[src/rtl/swd_host_pkg.sv]
package swd_host_pkg;

  localparam int HDR_BITS  = 8;
  localparam int ACK_BITS  = 3;
  localparam int DATA_BITS = 32;

  localparam logic [ACK_BITS-1:0] ACK_OK = 3'b001;

  typedef enum logic [3:0] {
    ST_IDLE,
    ST_HDR,
    ST_TRN_REQ,
    ST_ACK,
    ST_TRN_WR,
    ST_WDATA,
    ST_RDATA,
    ST_TRN_END,
    ST_RAW
  } swd_state_e;

  // header word, bit 0 leaves the wire first
  function automatic logic [HDR_BITS-1:0] build_hdr(input logic ap, input logic rd,
                                                    input logic [1:0] addr);
    logic par;
    par = ap ^ rd ^ addr[0] ^ addr[1];
    return {1'b1, 1'b0, par, addr[1], addr[0], rd, ap, 1'b1};
  endfunction

endpackage

[src/rtl/swd_tick_gen.sv]
module swd_tick_gen #(
  parameter int DIV_W = 8
) (
  input  logic             clk,
  input  logic             rst,
  input  logic             en,
  input  logic [DIV_W-1:0] div,
  output logic             tick
);

  logic [DIV_W-1:0] cnt_q;

  always_ff @(posedge clk) begin
    if (rst || !en) begin
      cnt_q <= '0;
    end else if (cnt_q >= div) begin
      cnt_q <= '0;
    end else begin
      cnt_q <= cnt_q + 1'b1;
    end
  end

  assign tick = en && (cnt_q >= div);

endmodule

[src/rtl/swd_rx_capture.sv]
module swd_rx_capture #(
  parameter int ACK_W = 3,
  parameter int DAT_W = 33
) (
  input  logic             clk,
  input  logic             rst,
  input  logic             clr,
  input  logic             smp_ack,
  input  logic             smp_dat,
  input  logic             din,
  output logic [ACK_W-1:0] ack_q,
  output logic [DAT_W-1:0] dat_q
);

  // right shifters: first sampled bit ends up at position 0
  always_ff @(posedge clk) begin
    if (rst || clr) begin
      ack_q <= '0;
      dat_q <= '0;
    end else begin
      if (smp_ack) ack_q <= {din, ack_q[ACK_W-1:1]};
      if (smp_dat) dat_q <= {din, dat_q[DAT_W-1:1]};
    end
  end

endmodule

[src/rtl/swd_frame_seq.sv]
module swd_frame_seq
  import swd_host_pkg::*;
#(
  parameter int TURN_BITS = 1,
  parameter int RAW_W     = 5
) (
  input  logic                 clk,
  input  logic                 rst,
  input  logic                 tick,
  input  logic                 req_valid,
  input  logic                 req_raw,
  input  logic                 req_ap,
  input  logic                 req_rd,
  input  logic [1:0]           req_addr,
  input  logic [DATA_BITS-1:0] req_wdata,
  input  logic [RAW_W-1:0]     req_raw_cnt,
  input  logic [ACK_BITS-1:0]  ack_in,
  input  logic [DATA_BITS:0]   dat_in,
  output logic                 busy,
  output logic                 cap_clr,
  output logic                 smp_ack,
  output logic                 smp_dat,
  output logic                 swclk,
  output logic                 swdio_o,
  output logic                 swdio_oe,
  output logic                 rsp_valid,
  output logic [ACK_BITS-1:0]  rsp_ack,
  output logic [DATA_BITS-1:0] rsp_rdata,
  output logic                 rsp_perr
);

  localparam int TX_W  = DATA_BITS + 1;
  localparam int CNT_W = $clog2(TX_W);

  swd_state_e        state_q, nxt_state;
  logic [CNT_W-1:0]  cnt_q, nxt_cnt;
  logic [TX_W-1:0]   tx_q, wd_q;
  logic              sclk_q, dout_q, oe_q;
  logic              rd_q, raw_q;
  logic              nxt_oe, nxt_load, nxt_done;
  logic              accept, rise, fall, last, rd_ok;
  logic [HDR_BITS-1:0] hdr_w;

  always_comb begin
    accept  = req_valid && (state_q == ST_IDLE);
    rise    = tick && !sclk_q;
    fall    = tick && sclk_q;
    last    = (cnt_q == '0);
    hdr_w   = build_hdr(req_ap, req_rd, req_addr);
    rd_ok   = !raw_q && rd_q && (ack_in == ACK_OK);
    smp_ack = rise && (state_q == ST_ACK);
    smp_dat = rise && (state_q == ST_RDATA);
    cap_clr = accept;
  end

  // successor of each phase, taken on the falling edge of its last bit
  always_comb begin
    nxt_state = state_q;
    nxt_cnt   = '0;
    nxt_oe    = 1'b0;
    nxt_load  = 1'b0;
    nxt_done  = 1'b0;
    unique case (state_q)
      ST_HDR: begin
        nxt_state = ST_TRN_REQ;
        nxt_cnt   = CNT_W'(TURN_BITS - 1);
      end
      ST_TRN_REQ: begin
        nxt_state = ST_ACK;
        nxt_cnt   = CNT_W'(ACK_BITS - 1);
      end
      ST_ACK: begin
        if (ack_in != ACK_OK) begin
          nxt_state = ST_TRN_END;
          nxt_cnt   = CNT_W'(TURN_BITS - 1);
        end else if (rd_q) begin
          nxt_state = ST_RDATA;
          nxt_cnt   = CNT_W'(DATA_BITS);
        end else begin
          nxt_state = ST_TRN_WR;
          nxt_cnt   = CNT_W'(TURN_BITS - 1);
        end
      end
      ST_TRN_WR: begin
        nxt_state = ST_WDATA;
        nxt_cnt   = CNT_W'(DATA_BITS);
        nxt_oe    = 1'b1;
        nxt_load  = 1'b1;
      end
      ST_RDATA: begin
        nxt_state = ST_TRN_END;
        nxt_cnt   = CNT_W'(TURN_BITS - 1);
      end
      ST_WDATA, ST_TRN_END, ST_RAW: begin
        nxt_state = ST_IDLE;
        nxt_oe    = 1'b1;
        nxt_done  = 1'b1;
      end
      default: nxt_state = ST_IDLE;
    endcase
  end

  always_ff @(posedge clk) begin
    if (rst) begin
      state_q   <= ST_IDLE;
      cnt_q     <= '0;
      tx_q      <= '0;
      wd_q      <= '0;
      sclk_q    <= 1'b0;
      dout_q    <= 1'b0;
      oe_q      <= 1'b1;
      rd_q      <= 1'b0;
      raw_q     <= 1'b0;
      rsp_valid <= 1'b0;
      rsp_ack   <= '0;
      rsp_rdata <= '0;
      rsp_perr  <= 1'b0;
    end else begin
      rsp_valid <= 1'b0;
      if (accept) begin
        raw_q  <= req_raw;
        rd_q   <= req_rd;
        wd_q   <= {^req_wdata, req_wdata};
        sclk_q <= 1'b0;
        oe_q   <= 1'b1;
        if (req_raw) begin
          state_q <= ST_RAW;
          cnt_q   <= CNT_W'(req_raw_cnt);
          tx_q    <= {1'b0, req_wdata};
          dout_q  <= req_wdata[0];
        end else begin
          state_q <= ST_HDR;
          cnt_q   <= CNT_W'(HDR_BITS - 1);
          tx_q    <= {{(TX_W-HDR_BITS){1'b0}}, hdr_w};
          dout_q  <= hdr_w[0];
        end
      end else if (rise) begin
        sclk_q <= 1'b1;
      end else if (fall) begin
        sclk_q <= 1'b0;
        if (!last) begin
          cnt_q  <= cnt_q - 1'b1;
          tx_q   <= tx_q >> 1;
          dout_q <= tx_q[1];
        end else begin
          state_q <= nxt_state;
          cnt_q   <= nxt_cnt;
          oe_q    <= nxt_oe;
          if (nxt_load) begin
            tx_q   <= wd_q;
            dout_q <= wd_q[0];
          end
          if (nxt_done) begin
            dout_q    <= 1'b0;
            rsp_valid <= 1'b1;
            rsp_ack   <= raw_q ? '0 : ack_in;
            rsp_rdata <= rd_ok ? dat_in[DATA_BITS-1:0] : '0;
            rsp_perr  <= rd_ok ? ^dat_in : 1'b0;
          end
        end
      end
    end
  end

  assign busy     = (state_q != ST_IDLE);
  assign swclk    = sclk_q;
  assign swdio_o  = dout_q;
  assign swdio_oe = oe_q;

endmodule

[src/rtl/swd_host_engine.sv]
module swd_host_engine #(
  parameter int DIV_W     = 8,
  parameter int TURN_BITS = 1,
  parameter int RAW_W     = $clog2(swd_host_pkg::DATA_BITS)
) (
  input  logic             clk,
  input  logic             rst,
  input  logic [DIV_W-1:0] clk_div,
  input  logic             req_valid,
  input  logic             req_raw,
  input  logic             req_ap,
  input  logic             req_rd,
  input  logic [1:0]       req_addr,
  input  logic [31:0]      req_wdata,
  input  logic [RAW_W-1:0] req_raw_cnt,
  output logic             busy,
  output logic             rsp_valid,
  output logic [2:0]       rsp_ack,
  output logic [31:0]      rsp_rdata,
  output logic             rsp_perr,
  output logic             swclk,
  output logic             swdio_o,
  output logic             swdio_oe,
  input  logic             swdio_i
);

  import swd_host_pkg::*;

  logic                 tick, cap_clr, smp_ack, smp_dat;
  logic [ACK_BITS-1:0]  ack_w;
  logic [DATA_BITS:0]   dat_w;

  swd_tick_gen #(.DIV_W(DIV_W)) tick_i (
    .clk  (clk),
    .rst  (rst),
    .en   (busy),
    .div  (clk_div),
    .tick (tick)
  );

  swd_rx_capture #(.ACK_W(ACK_BITS), .DAT_W(DATA_BITS + 1)) cap_i (
    .clk     (clk),
    .rst     (rst),
    .clr     (cap_clr),
    .smp_ack (smp_ack),
    .smp_dat (smp_dat),
    .din     (swdio_i),
    .ack_q   (ack_w),
    .dat_q   (dat_w)
  );

  swd_frame_seq #(.TURN_BITS(TURN_BITS), .RAW_W(RAW_W)) seq_i (
    .clk         (clk),
    .rst         (rst),
    .tick        (tick),
    .req_valid   (req_valid),
    .req_raw     (req_raw),
    .req_ap      (req_ap),
    .req_rd      (req_rd),
    .req_addr    (req_addr),
    .req_wdata   (req_wdata),
    .req_raw_cnt (req_raw_cnt),
    .ack_in      (ack_w),
    .dat_in      (dat_w),
    .busy        (busy),
    .cap_clr     (cap_clr),
    .smp_ack     (smp_ack),
    .smp_dat     (smp_dat),
    .swclk       (swclk),
    .swdio_o     (swdio_o),
    .swdio_oe    (swdio_oe),
    .rsp_valid   (rsp_valid),
    .rsp_ack     (rsp_ack),
    .rsp_rdata   (rsp_rdata),
    .rsp_perr    (rsp_perr)
  );

endmodule

[config.mk]
export PLATFORM = sky130hd
export DESIGN_NAME = swd_host_engine
export DESIGN_NICKNAME = d
export VERILOG_FILES = /design/src/rtl/swd_host_pkg.sv /design/src/rtl/swd_tick_gen.sv /design/src/rtl/swd_rx_capture.sv /design/src/rtl/swd_frame_seq.sv /design/src/rtl/swd_host_engine.sv
export SDC_FILE = /design/constraint.sdc
export NUM_CORES = 1
export LEC_CHECK = 0
export BUFFER_PORTS_ARGS = -buffer_cell sky130_fd_sc_hd__buf_2
export CELL_PAD_IN_SITES_DETAIL_PLACEMENT = 0
export CELL_PAD_IN_SITES_GLOBAL_PLACEMENT = 2
export CORE_MARGIN = 4
export CORE_UTILIZATION = 34
export DETAILED_ROUTE_END_ITERATION = 6
export PLACE_DENSITY_LB_ADDON = 0.1
export SETUP_SLACK_MARGIN = 0.2
export SYNTH_ARGS = -nofsm -noshare
export SYNTH_HDL_FRONTEND = slang
export SYNTH_SLANG_ARGS = --single-unit
export TNS_END_PERCENT = 20
[constraint.sdc]
create_clock -name clk -period 3.15 [get_ports clk]
set_input_delay 0 -clock clk [delete_from_list [all_inputs] [get_ports clk]]
set_output_delay 0 -clock clk [all_outputs]
set_load 0.005 [all_outputs]
==> metrics <==
initial antenna violation count 0; GRT overflow 0; TNS Setup 0 ns; maxcap violations 0; Critical Path AT 2.93 ns; # rows 53; top post-synthesis cells by area dfxtp_1 43%, nand2_1 10%, a21oi_1 7.4%, xnor2_1 6.7%, mux2i_1 5.6%; Max rail drop VDD 0.330 mV; EDFF count, synth 0; # diodes 0; final wirelength 20200 um; Multi-input gate area between 0.003 and 0.004 mm2; total power approximately 4.9 mW; final max-slew violation count 0; post-synthesis cell type count 51; Required @ worst endpoint 3.51 ns; ys flop type dfxtp_1; DR iter-0 viols 302; share of the synthesized area in the top cell type 0.431; Fmax slightly below 0.4 GHz; RSZ-0062 raised after global routing no; core area 0.0214 mm2; non-filler cells in the finished layout about 1300; die area around 0.024 mm2; final instance area 0.00921 mm2; clock skew roughly 0.012 ns; Slew headroom 0.562; CTS resizes 0; hold worst-path end seq_i.tx_q[4]; Worst path top cell family by delay simple AND/OR/NAND/NOR gates; Placed Instance Area 0.00823 mm2; Syn Nets 990; Skew-Pair Late Insertion Delay ~0.43 ns; routed vias/inst 4.93; register cell area after layout 0.00322 mm2; Die Width 156 um; status finished clean; Worst-path clk slew 0.07 ns; Routed Antenna Nets 0; Register-to-Register Path Depth 9; most frequent cells in the layout 208 x nand2_1, 161 x dfxtp_1, 110 x a21oi_1, 94 x nor2_1, 93 x buf_2; startpoint types flop; Num CTS Buffers 17; Nets 1095; Syn Area/Cell slightly above 8 um2; count of final setup violators 0; CTS tree built; Yosys warnings 0; total track usage 0.168; WS Path Type reg2reg; # fillers 2182; I/O pin cnt 95; Slew @ Worst Pin roughly 0.66 ns; drc violations 0; Starting Density 0.350; first-pass GRT wire length around 33000 um; Die H 156 um; Yosys reg bits 161; Hold Fails Final Rpt 0; GP Congestion 0.713; Pleak approximately 3.4 nW; crit-path max FO 14; vias post-DR 6505; Mapped Area 0.00748 mm2; crit path time final 2.57 ns; hold path start req_addr[1]; placed instance count 1247; R2R setup slack 0.58 ns; PD cells ~530 mW/mm2; post-synth top area cell dfxtp_1; Critical Path End Type flop; vias in the first global route about 6400; port bufs 94; sequential fraction of the synthesis area 0.431; most common cell after layout, fill and taps aside nand2_1; pin count of the biggest net entering global routing 81; drt wl/cell about 15 um; worst reg2reg path endpoint seq_i.rsp_ack[2]; CTS max path bufs 2; share of flip-flops with an asynchronous set or reset 0; slowest stage delay, CP 0.42 ns; hold slack final 0.0368 ns; WP buf/inv 1; P&R area growth vs syn 23.1%; final worst path period share 0.816; CTS root buf clkbuf_16; CTS Sinks 161; Post-Synthesis Cells 926; Initial DRT Pass Iterations 4; Hold Path Depth 5; Crit path top cell by count a21oi_1; crit-path cells ha_1 > a21oi_1 > o21ai_0 > and2_4 > a31oi_4 > buf_4 > or3_4 > or3b_1 > a21oi_1; reg2reg start tick_i.cnt_q[5]; DP HPWL between 10000 and 15000 um; CP max stage cell or3_4; Hold WC Path Type in2reg; layout cell share with drive strength beyond 1 0.151; CTS H-Tree Depth 4; Post-CTS Setup Bufs 0
[sequential cells by signal, indices dropped and copies added, names as in the netlist]
name             cells
seq_i.rsp_rdata     32
seq_i.rsp_ack        3
seq_i.raw_q          1
seq_i.swdio_oe       1
seq_i.state_q        4
seq_i.tx_q          32
cap_i.dat_q         33
seq_i.rsp_valid      1
seq_i.rsp_perr       1
tick_i.cnt_q         8
cap_i.ack_q          3
seq_i.swclk          1
seq_i.cnt_q          6
seq_i.swdio_o        1
seq_i.wd_q          33
seq_i.rd_q           1
[per-layer routing]
layer,up-vias,part of all wire,track usage
li1,3337,-,-
met1,3066,0.50,0.228
met2,90,0.47,0.277
met3,12,0.028,0.0335
met4,0,0.0087,0.0372
met5,-,0,0
[logic make-up after synthesis]
group,synth area share
and+or+nand+nor,0.206
buffers and inverters,0.0492
xor gates and xnor gates,0.0850
AOI/OAI and AO/OA,0.156
adders and majority gates,0.0167
DFF,0.431
muxes,0.0562
[synthesized netlist by cell type (all sizes together), types with 6 or more instances]
cell / count
buf: 23
nand3: 19
xor2: 13
nand2: 209
nor3: 6
clkbuf: 45
a31oi: 26
dfxtp: 161
a22oi: 33
mux2i: 42
o21ai: 16
xnor2: 57
inv: 13
a21oi: 110
ha: 10
nor2: 94
[where the power goes]
part / internal [mW] / switching, mW / leakage (nW)
clock network: 1.11 / 0.934 / 0.264
registers: 2.11 / 0.0432 / 1.31
logic: 0.276 / 0.417 / 1.85
[through the flow]
stage	util	setup slack, ns
floorplan	-	0.868
global placement	0.386	0.623
detailed placement	0.386	0.629
CTS	0.431	0.614
global route	0.431	0.407
finish	0.431	0.580
[tightest hold or removal path: stages]
cell     delay, ns
buf_2         0.09
mux2i_1       0.06
nand2_1       0.06
nand3_1       0.07
a21oi_1       0.13
[final cells by class]
class                      instances  share of cell area
sequential                       161               0.350
clock buffer                      18              0.0466
clock inverter                    14              0.0155
multi-input combinational        684               0.426
timing repair buffer             154               0.119
tap                              275              0.0374
inverter                          13             0.00530
[repair_timing]
item / in CTS / in global routing
setup endpoints to repair: 0 / 0
hold buffers: 40 / 0
hold endpoints to repair: 43 / 0
[worst max-delay path by stage]
stage / from / end / slack, ns / depth (start not counted)
global route: tick_i.cnt_q[0] / cap_i.dat_q[1] / 0.41 / 11
global placement: tick_i.cnt_q[0] / cap_i.dat_q[19] / 0.62 / 11
detailed placement: tick_i.cnt_q[0] / cap_i.dat_q[7] / 0.63 / 11
finish: tick_i.cnt_q[5] / seq_i.rsp_ack[2] / 0.58 / 9
CTS: tick_i.cnt_q[0] / cap_i.dat_q[13] / 0.61 / 11
floorplan: tick_i.cnt_q[0] / cap_i.dat_q[10] / 0.87 / 11
Power figures use the tool's default switching activity.
